<file path="config.mk">
export PLATFORM = sky130hd
export DESIGN_NAME = stash_evict_scan
export DESIGN_NICKNAME = d
export VERILOG_FILES = /design/src/rtl/stash_evict_pkg.sv /design/src/rtl/stash_evict_pick.sv /design/src/rtl/stash_evict_ctrl.sv /design/src/rtl/stash_evict_dp.sv /design/src/rtl/stash_evict_scan.sv
export SDC_FILE = /design/constraint.sdc
export NUM_CORES = 1
export LEC_CHECK = 0
export BUFFER_PORTS_ARGS = -buffer_cell sky130_fd_sc_hd__buf_2
export CAP_MARGIN = 20
export CORE_MARGIN = 3
export CORE_UTILIZATION = 59
export DETAILED_ROUTE_END_ITERATION = 8
export PLACE_DENSITY = 0.85
export SLEW_MARGIN = 10
export SYNTH_ARGS = -nofsm -noshare
export SYNTH_HDL_FRONTEND = slang
export SYNTH_HIERARCHICAL = 1
export SYNTH_SLANG_ARGS = --single-unit
</file>
<file path="constraint.sdc">
create_clock -name clk -period 4.6 [get_ports clk]
set_clock_uncertainty 0.1 [all_clocks]
set_input_delay 0.92 -clock clk [delete_from_list [all_inputs] [get_ports clk]]
set_output_delay 0.92 -clock clk [all_outputs]
set_load 0.005 [all_outputs]
</file>
<file path="src/rtl/stash_evict_pkg.sv">
package stash_evict_pkg;

  typedef enum logic [1:0] {
    ST_IDLE,
    ST_SCAN,
    ST_DRAIN,
    ST_DONE
  } scan_state_e;

  // strobes from control to datapath
  typedef struct packed {
    logic clearAll;
    logic acceptEn;
  } scan_ctrl_t;

endpackage

</file>
<file path="src/rtl/stash_evict_pick.sv">
// Chooses the deepest free level out of a legal-level mask.
module stash_evict_pick #(
  parameter int NLVL  = 4,
  parameter int LVL_W = 2
) (
  input  logic [NLVL-1:0]  legalMask,
  input  logic [NLVL-1:0]  fullVec,
  output logic [NLVL-1:0]  levelHot,
  output logic [LVL_W-1:0] levelIdx,
  output logic             levelAny
);

  logic [NLVL-1:0] avail;
  logic [NLVL-1:0] availRev;
  logic [NLVL-1:0] isoRev;

  assign avail = legalMask & ~fullVec;

  // mirror so the deepest level becomes the lowest bit
  for (genvar g = 0; g < NLVL; g++) begin : g_rev
    assign availRev[g]            = avail[NLVL-1-g];
    assign levelHot[NLVL-1-g]     = isoRev[g];
  end

  assign isoRev   = availRev & (~availRev + 1'b1);
  assign levelAny = |avail;

  always_comb begin
    levelIdx = '0;
    for (int i = 0; i < NLVL; i++) begin
      if (levelHot[i]) levelIdx = levelIdx | LVL_W'(i);
    end
  end

endmodule

</file>
<file path="src/rtl/stash_evict_ctrl.sv">
module stash_evict_ctrl
  import stash_evict_pkg::*;
(
  input  logic       clk,
  input  logic       rstN,
  input  logic       startPulse,
  input  logic       inStrobe,
  input  logic       inLast,
  input  logic       lastRetired,
  output scan_ctrl_t ctrl,
  output logic       scanDone
);

  scan_state_e state;

  always_ff @(posedge clk) begin
    if (!rstN) begin
      state <= ST_IDLE;
    end else if (startPulse) begin
      state <= ST_SCAN;
    end else begin
      case (state)
        ST_SCAN:  if (inStrobe && inLast) state <= ST_DRAIN;
        ST_DRAIN: if (lastRetired)        state <= ST_DONE;
        default:  state <= state;
      endcase
    end
  end

  always_comb begin
    ctrl.clearAll = startPulse;
    ctrl.acceptEn = (state == ST_SCAN) && !startPulse;
  end

  assign scanDone = (state == ST_DONE);

endmodule

</file>
<file path="src/rtl/stash_evict_dp.sv">
// Three-step placement pipeline, occupancy counters and pointer slots.
module stash_evict_dp
  import stash_evict_pkg::*;
#(
  parameter int LEVELS      = 3,
  parameter int SLOTS       = 4,
  parameter int STASH_DEPTH = 32,
  localparam int NLVL   = LEVELS + 1,
  localparam int NSLOT  = NLVL * SLOTS,
  localparam int IDX_W  = $clog2(STASH_DEPTH),
  localparam int SLOT_W = $clog2(NSLOT),
  localparam int LVL_W  = (NLVL > 1) ? $clog2(NLVL) : 1,
  localparam int OCC_W  = $clog2(SLOTS + 1)
) (
  input  logic              clk,
  input  logic              rstN,
  input  scan_ctrl_t        ctrl,
  input  logic [LEVELS-1:0] evictLeaf,
  input  logic              inStrobe,
  input  logic              inReal,
  input  logic [LEVELS-1:0] inLeaf,
  input  logic [IDX_W-1:0]  inIndex,
  input  logic              inLast,
  input  logic [SLOT_W-1:0] rdSlot,
  output logic              rdPtrValid,
  output logic [IDX_W-1:0]  rdPtr,
  output logic              lastRetired,
  output logic [NLVL-1:0]   commitHot
);

  logic [LEVELS-1:0] leafQ;

  // stage 1: divergence, lowest set bit
  logic [NLVL-1:0]  divVec;
  logic [NLVL-1:0]  divLow;
  logic             s1Valid, s1Real, s1Last;
  logic [IDX_W-1:0] s1Idx;
  logic [NLVL-1:0]  s1Low;

  // stage 2: legal-level mask
  logic             s2Valid, s2Real, s2Last;
  logic [IDX_W-1:0] s2Idx;
  logic [NLVL-1:0]  s2Legal;

  // stage 3: occupancy read, pick, write, occupancy update
  logic [OCC_W-1:0] occ [NLVL];
  logic [NLVL-1:0]  fullVec;
  logic [NLVL-1:0]  pickHot;
  logic [LVL_W-1:0] pickIdx;
  logic             pickAny;
  logic             commitFire;
  logic [SLOT_W-1:0] slotSel;

  logic             slotValid [NSLOT];
  logic [IDX_W-1:0] slotPtr   [NSLOT];

  always_ff @(posedge clk) begin
    if (!rstN) leafQ <= '0;
    else if (ctrl.clearAll) leafQ <= evictLeaf;
  end

  assign divVec = {inLeaf ^ leafQ, 1'b0};
  assign divLow = divVec & (~divVec + 1'b1);

  always_ff @(posedge clk) begin
    if (!rstN || ctrl.clearAll) begin
      s1Valid <= 1'b0;
      s2Valid <= 1'b0;
    end else begin
      s1Valid <= inStrobe && ctrl.acceptEn;
      s2Valid <= s1Valid;
    end
  end

  always_ff @(posedge clk) begin
    s1Real  <= inReal;
    s1Last  <= inLast;
    s1Idx   <= inIndex;
    s1Low   <= divLow;
    s2Real  <= s1Real;
    s2Last  <= s1Last;
    s2Idx   <= s1Idx;
    s2Legal <= s1Low - 1'b1;
  end

  for (genvar g = 0; g < NLVL; g++) begin : g_full
    assign fullVec[g] = (occ[g] == OCC_W'(SLOTS));
  end

  stash_evict_pick #(
    .NLVL  (NLVL),
    .LVL_W (LVL_W)
  ) i_pick (
    .legalMask (s2Legal),
    .fullVec   (fullVec),
    .levelHot  (pickHot),
    .levelIdx  (pickIdx),
    .levelAny  (pickAny)
  );

  assign commitFire = s2Valid && s2Real && pickAny;
  assign slotSel    = SLOT_W'(pickIdx) * SLOT_W'(SLOTS) + SLOT_W'(occ[pickIdx]);
  assign commitHot  = (s2Valid && s2Real) ? pickHot : '0;
  assign lastRetired = s2Valid && s2Last;

  always_ff @(posedge clk) begin
    if (!rstN || ctrl.clearAll) begin
      for (int i = 0; i < NLVL; i++) occ[i] <= '0;
    end else if (commitFire) begin
      for (int i = 0; i < NLVL; i++) begin
        if (pickIdx == LVL_W'(i)) occ[i] <= occ[i] + 1'b1;
      end
    end
  end

  always_ff @(posedge clk) begin
    if (!rstN || ctrl.clearAll) begin
      for (int s = 0; s < NSLOT; s++) begin
        slotValid[s] <= 1'b0;
        slotPtr[s]   <= '0;
      end
    end else if (commitFire) begin
      slotValid[slotSel] <= 1'b1;
      slotPtr[slotSel]   <= s2Idx;
    end
  end

  assign rdPtrValid = slotValid[rdSlot];
  assign rdPtr      = slotPtr[rdSlot];

endmodule

</file>
<file path="src/rtl/stash_evict_scan.sv">
module stash_evict_scan
  import stash_evict_pkg::*;
#(
  parameter int LEVELS      = 3,
  parameter int SLOTS       = 4,
  parameter int STASH_DEPTH = 32,
  localparam int NLVL   = LEVELS + 1,
  localparam int IDX_W  = $clog2(STASH_DEPTH),
  localparam int SLOT_W = $clog2(NLVL * SLOTS)
) (
  input  logic              clk,
  input  logic              rstN,
  input  logic              startPulse,
  input  logic [LEVELS-1:0] evictLeaf,
  input  logic              inStrobe,
  input  logic              inReal,
  input  logic [LEVELS-1:0] inLeaf,
  input  logic [IDX_W-1:0]  inIndex,
  input  logic              inLast,
  input  logic [SLOT_W-1:0] rdSlot,
  output logic              rdPtrValid,
  output logic [IDX_W-1:0]  rdPtr,
  output logic              scanDone
);

  scan_ctrl_t      ctrl;
  logic            lastRetired;
  logic [NLVL-1:0] commitHot;

  stash_evict_ctrl i_ctrl (
    .clk         (clk),
    .rstN        (rstN),
    .startPulse  (startPulse),
    .inStrobe    (inStrobe),
    .inLast      (inLast),
    .lastRetired (lastRetired),
    .ctrl        (ctrl),
    .scanDone    (scanDone)
  );

  stash_evict_dp #(
    .LEVELS      (LEVELS),
    .SLOTS       (SLOTS),
    .STASH_DEPTH (STASH_DEPTH)
  ) i_dp (
    .clk         (clk),
    .rstN        (rstN),
    .ctrl        (ctrl),
    .evictLeaf   (evictLeaf),
    .inStrobe    (inStrobe),
    .inReal      (inReal),
    .inLeaf      (inLeaf),
    .inIndex     (inIndex),
    .inLast      (inLast),
    .rdSlot      (rdSlot),
    .rdPtrValid  (rdPtrValid),
    .rdPtr       (rdPtr),
    .lastRetired (lastRetired),
    .commitHot   (commitHot)
  );

endmodule

</file>
# Word level (Yosys, flattened, before mapping)
# Memories as Yosys holds them, arrays and structs flattened.
# Cells that the tools add are included.
dict set report totals {
  reg_bits 29
  latchBits 0
  ramBits 108
  romBits 0
  in_bits 21
  output_inout_bits 7
  elab_cells 106
  n_memories 3
}
# name words width read_ports rd_clocked_by_memory_dff write_ports line
set mem_list {}
lappend mem_list {i_dp.slotPtr 16 5 1 0 16 stash_evict_dp.sv:55} ;# logic [IDX_W-1:0] slotPtr [NSLOT];
lappend mem_list {i_dp.slotValid 16 1 1 0 16 stash_evict_dp.sv:54} ;# logic slotValid [NSLOT];
lappend mem_list {i_dp.occ 4 3 5 0 4 stash_evict_dp.sv:46} ;# logic [OCC_W-1:0] occ [NLVL];
dict set report classes {
  addsub 8
  n_mul 0
  n_div 0
  magnitude_cmp 0
  n_eq_ne 14
  shift 0
  mux 38
  bitwise_logic 12
  reduce_logical 18
}
# cell n
set ops {}
lappend ops {{$mux 1} 26}
lappend ops {{$add 3x1->3 const B} 5}
lappend ops {{$eq 3x3->1 const B} 4}
lappend ops {{$mux 3} 4}
lappend ops {{$and 4x4->4} 2}
lappend ops {{$eq 2x2->1 const B} 4}
lappend ops {{$mux 2} 4}
lappend ops {{$mux 4} 2}
lappend ops {{$not 4->4} 2}
lappend ops {{$logic_and 1x1->1} 6}
lappend ops {{$ne 3x2->1 const B} 2}
lappend ops {{$reduce_and 3->1} 2}
lappend ops {{$mux 5} 1}
lappend ops {{$reduce_or 5->1} 1}
lappend ops {{$add 4x1->4 const B} 1}
lappend ops {{$add 4x3->4} 1}
lappend ops {{$eq 2x1->1 const B} 2}
lappend ops {{$ne 2x1->1 const B} 2}
lappend ops {{$or 1x1->1} 4}
lappend ops {{$pmux 2 s2} 1}
lappend ops {{$reduce_or 4->1} 1}
lappend ops {{$sub 4x1->4 const B} 1}
lappend ops {{$and 3x3->3} 1}
lappend ops {{$not 3->3} 1}
lappend ops {{9 further kinds} 10}

# Depth between registers and ports, before layout
# Gate-level depths: netlist of the first run.
# An unclocked memory read counts as a cell.
dict set report logic_depth {
  ltp_word 16
  mapped_depth 12
}

# By module
# The synthesis of the first run kept the hierarchy.
# mod n_inst cells_each area_each_um2 seq_area_each_um2
set by_module_without_submodules {}
lappend by_module_without_submodules {stash_evict_dp 1 442 5851.9 3583.4}
lappend by_module_without_submodules {stash_evict_ctrl 1 10 98.8 40.0}
lappend by_module_without_submodules {stash_evict_pick 1 12 95.1 0.0}

# Worst setup path after synthesis of the first run
# OpenSTA, ideal clock, no wires.
dict set report synth_path {
  kind {reg-to-reg}
  start {mem i_dp/occ[1][0] (netlist name)}
  end {mem i_dp/slotPtr[4][0] (netlist name) (enable)}
  setup_ns 0.374
  arrival_time_ns 3.111
  slack_ns 1.015
  path_stages_with_launch 12
  path_buffers 1
  path_cell_list {edfxtp_1 -> inv_1 -> ha_1 -> and2_1 -> nand2b_1 -> o21ai_0 -> buf_2 -> mux4_2 -> ha_1 -> xnor2_1 -> nand4_1 -> o21ai_0}
}
# item line
set synth_rtl {}
lappend synth_rtl {{from (decl)} stash_evict_dp.sv:46}
lappend synth_rtl {{to (decl)} stash_evict_dp.sv:55}

==> impl_metrics.json, run 1 <==
{
  "leakagePower_nw": 2.477,
  "clockRootBuffer": "clkbuf_8",
  "ctsResizeCount": 0,
  "finalHoldViolCount": 0,
  "rsz0062_at_grt": "no",
  "critPathLaunchType": "flip-flop",
  "initial_utilization": 0.6092,
  "drv_cap": 0,
  "clock_path_buffers": 2,
  "slew_headroom": 0.4523,
  "layout.nets": 509,
  "syn-num-nets": 488,
  "stdcell_area_um2": 6790,
  "min-delay-path-class": "flip-flop to flip-flop",
  "max_slew.worst_pin.slew_ns": 0.8207,
  "grt_antenna_before_repair": 0,
  "cts_hold_buffers": 0,
  "place_hpwl_um": 7874,
  "status": "finished, final reports clean",
  "port_buffers": 27,
  "crit_path_cell_trace": "inv_1, ha_1, and2_1, nand2b_1, nand2_1, mux4_2, ha_1, xor2_1, nand4b_1, o21ai_0",
  "grt_use_total": 0.2303,
  "via_per_inst": 6.082,
  "whs_path_depth": 0,
  "arrival_ns": 4.02,
  "clock_sinks": 135,
  "syn_to_final_growth_pct": 13.51,
  "diodes": 0,
  "drc_errors": 0,
  "drive_above_1_share": 0.2551,
  "cts_tree": "yes",
  "cp_slowest_cell": "o21ai_0",
  "netlist_instances": 456,
  "grt_pass1_vias": 3908,
  "wl_um": 12270,
  "num_vias": 3789,
  "ant_nets": 0,
  "htreeDepth": 4,
  "die-height_um": 106.7,
  "grt_max_degree": 37,
  "cp_data_required_time_ns": 4.65,
  "slew_violations": 0,
  "yosysWarnings": 6,
  "grt_first_pass_wirelength_um": 19700,
  "dieWidth_um": 106.7,
  "fill_cells": 691,
  "clk_pin_slew_ns": 0.06,
  "avgSynthCellArea_um2": 13.12,
  "die_area_um2": 11380,
  "std_cell_rows": 36,
  "postCtsSetupBuffers": 0,
  "setup_viol": 0,
  "cp_max_fo": 13,
  "max_freq_mhz": 251.8,
  "cts_buffers": 17,
  "placed_cell_area_um2": 6216,
  "io_pins": 28,
  "path_class": "flip-flop to flip-flop",
  "ir_worst_vdd_mv": 0.3042,
  "place.gp.congestion": 0.8191,
  "slowest_delay_ns": 0.76,
  "coreArea_um2": 9819,
  "wl_per_cell_um": 19.69,
  "drt_iter0_markers": 346,
  "timing.final.crit_period_ns": 3.972,
  "multi_input_area_um2": 2095,
  "crit_top_cell": "ha_1",
  "tns_ns": 0,
  "p_per_area_nw_per_um2": 433.4,
  "r2r.worst_path.cells": 10,
  "overflow": 0,
  "clk_latency_ns": 0.51,
  "dr.pass1.iters": 5,
  "syn_area_um2": 5982,
  "min_period_over_period": 0.8634,
  "regArea_um2": 3623,
  "critPathCaptureType": "flip-flop"
}
==> per-layer routing <==
layer | vias to the layer above | share of wire | GRT usage
li1 | 1746 | - | -
met3 | 37 | 0.073 | 0.04997
met1 | 1832 | 0.37 | 0.2568
met5 | - | 0 | 0
met4 | 0 | 0.029 | 0.1078
met2 | 174 | 0.53 | 0.4186
==> stage by stage <==
stage | instances | utilization | total power, mW | worst slack (ns) | hold slack, ns
after floorplan | 456 | - | 1.611 | 1.053 | 0.2096
final | 623 | 0.6915 | 2.943 | 0.6285 | 0.2256
after CTS | 623 | 0.6915 | 2.963 | 0.6370 | 0.2286
after global routing | 623 | 0.6915 | 3.039 | 0.3165 | 0.2328
after global placement | 591 | 0.6330 | 1.664 | 0.8603 | 0.2113
after detailed placement | 591 | 0.6330 | 1.679 | 0.6404 | 0.2135
==> power breakdown <==
group	internal [mW]	total (mW)	switching, mW
Clock	0.739	1.28	0.546
Combinational	0.101	0.293	0.192
Sequential	1.34	1.37	0.0225
==> layout by cell type, fill, tap and decap left out, types with 2 or more instances in the layout <==
cell        instances
clkbuf_16          16
nand4b_1            3
ha_1               11
nor3_2             20
nor2_1              6
nor4_1              2
inv_6               5
mux2i_1             3
a22oi_1            12
nor2b_1             5
xor2_1              4
nand2b_1            7
edfxtp_1           92
clkinvlp_4          3
and2_1              7
xnor2_1             6
buf_4              14
mux4_2             27
nor3_1             66
nand4_1             3
inv_1              19
o21ai_0            36
nor2b_2             2
nand2_1            28
nor3b_1             2
buf_2              27
dfxtp_1            43
inv_8               3
==> path summary, 6_finish.rpt <==
check	from	to	slack (ns)
setup / recovery	i_dp/occ[2][0]$_SDFFCE_PN0P_	i_dp/slotPtr[11][4]$_SDFFCE_PN0P_	0.63
hold / removal	i_dp/s1Real$_DFF_P_	i_dp/s2Real$_DFF_P_	0.23
setup reg to reg	i_dp/occ[2][0]$_SDFFCE_PN0P_	i_dp/slotPtr[11][4]$_SDFFCE_PN0P_	0.63
hold reg to reg	i_dp/s1Real$_DFF_P_	i_dp/s2Real$_DFF_P_	0.23
==> registers in the layout, indices dropped and copies added, names as in the netlist <==
register,cells
i_dp/slotValid,16
i_dp/s1Last,1
i_dp/occ,12
i_dp/s2Valid,1
i_dp/s2Last,1
i_dp/s1Idx,5
i_ctrl/state,2
i_dp/slotPtr,80
i_dp/s2Idx,5
i_dp/s1Real,1
i_dp/s1Low,3
i_dp/s2Legal,3
i_dp/leafQ,3
i_dp/s1Valid,1
i_dp/s2Real,1
==> layout make-up <==
class                      count  share of cell area
tap                          133             0.02451
clock inverter                15             0.02359
sequential                   135              0.5336
clock buffer                  17             0.06099
timing repair buffer          42             0.03833
multi-input combinational    262              0.3085
inverter                      19             0.01050
==> worst max-delay path: cells and delay by family (launching register included) <==
family	cells	cell delay [ns]
xor+xnor	1	0.19
flops	1	0.42
buf+inv	1	0.06
compound gates	1	0.76
fa+ha+maj	2	0.41
mux	1	0.40
simple gates	4	1.25
(Power assumes the default switching activity.)
==> run 2, diff against run 1 <==
- CTS_BUF_LIST: not set -> sky130_fd_sc_hd__clkbuf_8
==> run 2 against run 1 <==
Effect of this change:
- routed wire length shrank 4.9%
- count of clock-buffer cells in the layout is the same
- global-route usage shrank 1.2 points
- sequential share of layout area grew 1.5 points
- hold slack gained 0.0037 ns
- via count shrank 3.0%
- largest power group unchanged
- highest routed layer unchanged
==> impl_metrics.json, run 2 (synthesis results as in run 1) <==
{
  "status": "finished, final reports clean",
  "diodes": 0,
  "wl_um": 11670,
  "cp_max_fo": 13,
  "critPathLaunchType": "flip-flop",
  "grt_antenna_before_repair": 0,
  "clock_sinks": 135,
  "min_period_over_period": 0.8680,
  "syn_to_final_growth_pct": 10.50,
  "initial_utilization": 0.6092,
  "die-height_um": 106.7,
  "postCtsSetupBuffers": 0,
  "std_cell_rows": 36,
  "place_worst_setup_slack_ns": 0.6404,
  "timing.final.crit_period_ns": 3.993,
  "wl_per_cell_um": 18.73,
  "clk_latency_ns": 0.42,
  "clockRootBuffer": "clkbuf_8",
  "setup_slack_ns": 0.6073,
  "place_hpwl_um": 7874,
  "clk_pin_slew_ns": 0.08,
  "rsz0062_at_grt": "no",
  "drv_cap": 0,
  "most-common-layout-cells": "92 x edfxtp_1, 66 x nor3_1, 43 x dfxtp_1",
  "max_freq_mhz": 250.5,
  "ctsResizeCount": 0,
  "swShare": 0.2735,
  "fin_util": 0.6732,
  "htreeDepth": 4,
  "final_common_cell": "edfxtp_1",
  "ir_worst_vdd_mv": 0.2267,
  "drive_above_1_share": 0.2551,
  "r2r.worst_path.cells": 10,
  "port_buffers": 27,
  "num_vias": 3674,
  "max_slew.worst_pin.slew_ns": 0.8202,
  "clock_path_buffers": 2,
  "layout.nets": 509,
  "reg.largest.list": "i_dp/slotPtr (80), i_dp/slotValid (16), i_dp/occ (12)",
  "slew_headroom": 0.4526,
  "final_cells": 623,
  "internal-power_mw": 1.892,
  "dieWidth_um": 106.7,
  "power_frac_seq": 0.523,
  "dr.pass1.iters": 5,
  "combPwrFrac": 0.112,
  "place.gp.congestion": 0.8191,
  "top_register": "i_dp/slotPtr",
  "via_per_inst": 5.897,
  "leakagePower_nw": 2.394,
  "p_per_area_nw_per_um2": 393.9,
  "ant_nets": 0,
  "cts_tree": "yes",
  "min-delay-path-class": "flip-flop to flip-flop",
  "setup_viol": 0,
  "arrival_ns": 3.96,
  "switchingPower_mw": 0.7120,
  "drt_iter0_markers": 311,
  "coreArea_um2": 9819,
  "io_pins": 28,
  "grt_pass1_vias": 3752,
  "tns_ns": 0,
  "die_area_um2": 11380,
  "slew_violations": 0,
  "grt_first_pass_wirelength_um": 18820,
  "post-place-cells": 591,
  "whs_path_depth": 0,
  "largest_reg_flops": 80,
  "path_class": "flip-flop to flip-flop",
  "fill_cells": 719,
  "drc_errors": 0,
  "grt_use_total": 0.2183,
  "cts_hold_buffers": 0,
  "overflow": 0,
  "finalHoldViolCount": 0,
  "critPathCaptureType": "flip-flop",
  "cts_buffers": 17,
  "cp_data_required_time_ns": 4.57,
  "hold_ws_ns": 0.2293,
  "grt_max_degree": 37,
  "clkPwrFrac": 0.364
}
-- run 2: changes by cell type in the layout (fill, tap and decap cells not counted) --
cell       change
clkbuf_16     -16
clkbuf_8      +16
-- run 2: metal layers --
layer | track usage | up-vias | wire length, µm
met4 | 0.09772 | 0 | 316
met2 | 0.3786 | 144 | 6061
met1 | 0.2643 | 1766 | 4558
met3 | 0.04455 | 21 | 729
met5 | 0 | - | 0
li1 | - | 1743 | -
-- run 2: power by group through the flow --
stage / Combinational [mW] / Clock, mW / Sequential (mW)
detailed placement: 0.287 / 0 / 1.39
global route: 0.320 / 1.01 / 1.37
floorplan: 0.231 / 0 / 1.38
CTS: 0.289 / 0.969 / 1.36
global placement: 0.276 / 0 / 1.39
finish: 0.292 / 0.948 / 1.36
-- run 2: layout make-up --
cell class,instances,area (µm²),area share
multi-input combinational,262,2095,0.3169
tap,133,166.4,0.02518
timing repair buffer,42,260.3,0.03937
clock inverter,15,160.2,0.02423
sequential,135,3623,0.5482
clock buffer,17,234.0,0.03540
inverter,19,71.32,0.01079
-- run 2: worst paths after layout --
path / endpoint / from / slack, ns
max: i_dp/slotPtr[11][4]$_SDFFCE_PN0P_ / i_dp/occ[2][0]$_SDFFCE_PN0P_ / 0.61
min reg2reg: i_dp/s2Real$_DFF_P_ / i_dp/s1Real$_DFF_P_ / 0.23
max reg2reg: i_dp/slotPtr[11][4]$_SDFFCE_PN0P_ / i_dp/occ[2][0]$_SDFFCE_PN0P_ / 0.61
min: i_dp/s2Real$_DFF_P_ / i_dp/s1Real$_DFF_P_ / 0.23
-- run 2: per-stage QoR --
stage,total power [mW],cell area [µm²]
after floorplan,1.611,5982
after detailed placement,1.679,6216
after global routing,2.699,6610
after global placement,1.664,6216
final,2.604,6610
after CTS,2.621,6610
-- run 2: critical path: stages (launching register included) --
cell and delay, ns:
edfxtp_1 0.42, inv_1 0.06, ha_1 0.18, and2_1 0.17
nand2b_1 0.16, nand2_1 0.41, mux4_2 0.41, ha_1 0.23
xor2_1 0.19, nand4b_1 0.51, o21ai_0 0.77
